===== src/rtl/muldiv_hilo.sv =====
module muldiv_hilo #(
  parameter int W = 32
) (
  input  logic         clk,
  input  logic         rst_n,
  input  logic         start,
  input  logic [1:0]   op,
  input  logic [W-1:0] opa,
  input  logic [W-1:0] opb,
  output logic         busy,
  input  logic         mf_req,
  input  logic         mf_sel,
  output logic [W-1:0] mf_data,
  output logic         mf_stall
);
  localparam int CW = $clog2(W);
  localparam logic [CW-1:0] LAST = CW'(W - 1);

  logic [W-1:0]  hi_q, lo_q, w_hi, w_lo, m_b, a_raw;
  logic [CW-1:0] cnt;
  logic          fix, is_div, neg_main, neg_rem, dz;

  wire         sgn   = ~op[0];
  wire         a_neg = sgn & opa[W-1];
  wire         b_neg = sgn & opb[W-1];
  wire [W-1:0] a_mag = a_neg ? -opa : opa;
  wire [W-1:0] b_mag = b_neg ? -opb : opb;

  wire [W:0]   m_sum = {1'b0, w_hi} + (w_lo[0] ? {1'b0, m_b} : '0);
  wire [W:0]   d_try = {w_hi, w_lo[W-1]};
  wire         d_ge  = d_try >= {1'b0, m_b};
  wire [W:0]   d_dif = d_try - {1'b0, m_b};

  wire [2*W-1:0] prod  = {w_hi, w_lo};
  wire [2*W-1:0] prodf = neg_main ? -prod : prod;
  wire [W-1:0]   quof  = neg_main ? -w_lo : w_lo;
  wire [W-1:0]   remf  = neg_rem  ? -w_hi : w_hi;

  always_ff @(posedge clk or negedge rst_n) begin
    if (!rst_n) begin
      busy <= 1'b0; fix <= 1'b0; cnt <= '0;
      hi_q <= '0; lo_q <= '0; w_hi <= '0; w_lo <= '0; m_b <= '0; a_raw <= '0;
      is_div <= 1'b0; neg_main <= 1'b0; neg_rem <= 1'b0; dz <= 1'b0;
    end else if (!busy) begin
      if (start) begin
        busy     <= 1'b1;
        fix      <= 1'b0;
        cnt      <= '0;
        is_div   <= op[1];
        neg_main <= a_neg ^ b_neg;
        neg_rem  <= a_neg;
        dz       <= op[1] & (opb == '0);
        a_raw    <= opa;
        w_hi     <= '0;
        w_lo     <= a_mag;
        m_b      <= b_mag;
      end
    end else if (!fix) begin
      cnt <= cnt + 1'b1;
      if (cnt == LAST) fix <= 1'b1;
      if (is_div) begin
        w_hi <= d_ge ? d_dif[W-1:0] : d_try[W-1:0];
        w_lo <= {w_lo[W-2:0], d_ge};
      end else begin
        w_hi <= m_sum[W:1];
        w_lo <= {m_sum[0], w_lo[W-1:1]};
      end
    end else begin
      busy <= 1'b0;
      fix  <= 1'b0;
      if (!is_div) begin
        hi_q <= prodf[2*W-1:W];
        lo_q <= prodf[W-1:0];
      end else if (dz) begin
        hi_q <= a_raw;
        lo_q <= '1;
      end else begin
        hi_q <= remf;
        lo_q <= quof;
      end
    end
  end

  assign mf_stall = mf_req & busy;
  assign mf_data  = mf_stall ? '0 : (mf_sel ? hi_q : lo_q);

  a_r7_hold: assert property (@(posedge clk) disable iff (!rst_n)
    busy && !fix |=> busy && $stable(hi_q) && $stable(lo_q));
  a_r7_release: assert property (@(posedge clk) disable iff (!rst_n)
    busy && fix |=> !busy);
  a_r10_ignore_start: assert property (@(posedge clk) disable iff (!rst_n)
    busy && start |=> $stable(m_b) && $stable(is_div) && $stable(a_raw));
  a_r9_stall: assert property (@(posedge clk) disable iff (!rst_n)
    mf_req && busy |-> mf_stall && mf_data == '0);
  a_r6_divzero: assert property (@(posedge clk) disable iff (!rst_n)
    busy && fix && is_div && dz |=> lo_q == '1 && hi_q == $past(a_raw));
endmodule


===== config.mk =====
export PLATFORM = sky130hd
export DESIGN_NAME = muldiv_hilo
export DESIGN_NICKNAME = d
export VERILOG_FILES = /design/src/rtl/muldiv_hilo.sv
export SDC_FILE = /design/constraint.sdc
export NUM_CORES = 1
export LEC_CHECK = 0
export BUFFER_PORTS_ARGS = -buffer_cell sky130_fd_sc_hd__buf_2
export CAP_MARGIN = 25
export CORE_UTILIZATION = 57
export DETAILED_ROUTE_END_ITERATION = 10
export PLACE_DENSITY = 0.79
export SYNTH_ARGS = -nofsm -noshare
export SYNTH_HDL_FRONTEND = slang
export SYNTH_SLANG_ARGS = --single-unit

===== constraint.sdc =====
create_clock -name clk -period 3.15 [get_ports clk]
set_input_delay 0.63 -clock clk [delete_from_list [all_inputs] [get_ports clk]]
set_output_delay 0.63 -clock clk [all_outputs]
set_load 0.01 [all_outputs]

==> impl_metrics.yaml <==
drt:
  drtAntennaViolNets: 0
  via_per_inst: 6.31
  vias: 16775
  firstDrtPassIters: 5
  drt_wl_total_um: 55700
  drcViolationCount: 0
  drt_iter0_drc: 1933
  wire_per_inst_um: 20.9
clock_tree:
  hold_buffers: 0
  cts_inserted_buffers: 24
  clockBufferDepth: 3
  cts.htree.levels: 1
  root_buffer: "clkbuf_16"
  cts_tree: "built"
  clkSinkCount: 203
  clk_pin_slew_ps: 70
  worstSkewPairLatency_ps: 550
yosys:
  synth_compound_area_frac: 0.226
  synthTopCellsByCount: "nand2_1, o21ai_0, dfrtp_1"
  netlist_instances: 2090
  synth.net_count: 2233
  avgSynthCellArea_um2: 7.81
  synth_adder_area_share: 0.0561
  synth_mux_area_frac: 0.0543
  syn_area_um2: 16300
  async_flop_share: 1.00
  synth_enable_flop_cells: 0
  synth_cell_type_count: 74
  yosysSeqAreaShare: 0.311
  synth_top_family_by_area: "compound AO/OA/AOI/OAI gates"
  synth.most_common_cell: "nand2_1"
  synth_seq_cells: 203
  synth.largest_area_cell: "dfrtp_1"
  synthTopCellsByArea: "dfrtp_1, nand2_1, o21ai_0, ha_1, xnor2_1"
  synth_simple_gate_area_frac: 0.203
  yosys_warnings: 0
  synthXorXnorAreaFrac: 0.101
  synth_flop_cell: "dfrtp_1"
  synth.top_cell.area_share: 0.311
placed_design:
  place_area_um2: 18200
  dp_slack_ps: -257
  port_buffers: 104
  place_hpwl_um: 42100
  gp_congestion: 1.01
  dp_cells: 2603
sta:
  setup_slack_ps: 36.3
  worst_pin_slew_ps: 963
  fin_tns_setup_ps: 0
  finalHoldViolCount: 0
  hold_slack_ps: 28.7
  post-route-period-util: 0.988
  max_slew_margin: 0.358
  fmax_mhz: 321
  rsz0062_at_grt: "yes"
  final_max_slew_viol_count: 0
  finClkSkew_ps: 26.6
  finalSetupViolCount: 0
  period_minus_slack_ps: 3110
floorplan:
  die_w_um: 171
  die_y_um: 171
  dieArea_um2: 29300
  io_pins: 105
  placementRows: 61
  start_util: 0.583
  core_area_um2: 28000
cells_and_area:
  diodes: 0
  fillers: 2305
  syn_to_final_growth_pct: 19.1
  multi_input_area_um2: 10800
  nNetsFinal: 2407
  fin_area_um2: 19500
  utilization: 0.695
  drive_above_1_share: 0.185
  seq_area_um2: 5090
  finalNonFillerCells: 2659
power:
  p_comb_frac: 0.683
  leakagePower_nw: 8.84
  power_mw: 25.0
  power_density_nw_per_um2: 1280
  p_sw_frac: 0.484
  clockPowerShare: 0.119
  switchingPower_mw: 12.1
  internal_power_mw: 12.9
  vdd_drop_max_mv: 0.822
  seqPwrFrac: 0.198
grt:
  grt_pass1_vias: 15834
  grt_use_total: 0.380
  grt_max_degree: 67
  grt_overflow_total: 0
  antenna_found_initial: 1
  grt_first_pass_wirelength_um: 86500
setup_path:
  cp_max_fo: 8
  r2r_cells: 12
  critPathCaptureType: "flop"
  path_class: "reg -> reg"
  r2r-end: "w_hi[16]"
  cp.arrival_ps: 3530
  startpoint_type: "flop"
  crit_required_ps: 3570
  reg2reg_slack_ps: 40
  rr_startpoint: "m_b[4]"
status:
  status: "completed"
run:
  drv_cap: 0
min_path:
  min_path_type: "in -> async"
-- power groups by stage --
stage | clock network [mW] | registers, mW | logic [mW]
final | 2.97 | 4.95 | 17.0
after global routing | 3.07 | 5.06 | 18.5
after CTS | 2.98 | 4.88 | 15.8
after detailed placement | 0 | 4.92 | 15.7
after global placement | 0 | 4.86 | 15.4
after floorplan | 0 | 4.59 | 10.6
-- what timing repair did --
action,4_1_cts,5_1_grt
pin swaps,1,28
gates resized for setup,9,65
hold endpoints to repair,0,0
gates cloned,0,2
setup buffers,0,11
endpoints found under the setup margin,11,29
-- logic make-up after synthesis --
logic type	count (synthesis)
DFF	203
AOI/OAI and AO/OA	605
muxes	88
xor gates and xnor gates	188
adders and majority gates	72
and+or+nand+nor	728
buffers and inverters	206
-- per-layer routing --
metal | vias up | global-route usage | share of wire
met4 | 0 | 0.109 | 0.031
met5 | - | 0 | 0
met1 | 8020 | 0.538 | 0.43
met3 | 142 | 0.0792 | 0.11
met2 | 911 | 0.584 | 0.44
li1 | 7702 | - | -
-- cell type report --
class	instances	area share
multi-input cells	1681	0.553
flip-flops and latches	203	0.262
repair buffers	291	0.106
clock buffers	33	0.0357
well taps	378	0.0243
inverters	63	0.0122
clock inverters	10	0.00727
-- worst max-delay path: stages (launching register included) --
cell      delay, ps
dfrtp_1         390
inv_2            80
ha_4            200
a21o_1          210
a31o_2          230
o2111a_1        270
or2_1           270
a211o_1         320
a31oi_4         310
buf_12          180
buf_4           120
o21ai_0          80
a221o_1         330
-- state kept, by name (all words and copies together), names as in the netlist, 5 cells and up --
register,cells
m_b,32
hi_q,32
w_lo,32
w_hi,32
lo_q,32
a_raw,32
cnt,5
-- worst max path at each step --
stage / startpoint / to / slack, ps / depth (start not counted)
2_1_floorplan: w_lo[0] / w_hi[30] / 1 / 13
4_1_cts: m_b[8] / w_hi[3] / 0.2 / 12
3_5_place_dp: w_lo[0] / hi_q[18] / -260 / 13
5_1_grt: m_b[4] / w_hi[0] / -40 / 13
3_3_place_gp: w_lo[0] / hi_q[18] / -210 / 13
6_report: m_b[4] / w_hi[16] / 40 / 12
-- cells in the final DEF (no fill, tap or decap), types with 9 or more instances in the layout --
cell type  count
and3_1        11
and2_1        10
nor2_1       187
a22oi_1       10
a211oi_1      12
buf_4        176
nor4_1        12
nor2b_1       15
clkbuf_16     26
nand4_1       17
dfrtp_1      198
a31oi_1       18
o21bai_1       9
ha_1          61
buf_2        103
xnor2_1       95
a221o_1       15
nor3_1        25
a21oi_1      134
nand2b_1      22
nand2_1      319
o41ai_1        9
or4_1         11
inv_1         61
o21ai_0      222
mux2i_1       82
nand3_1       27
o21ai_1       28
o211ai_1      19
or3_1         22
o31ai_1       19
xor2_1        92
a21o_1        33
Power figures use the tool's default switching activity.
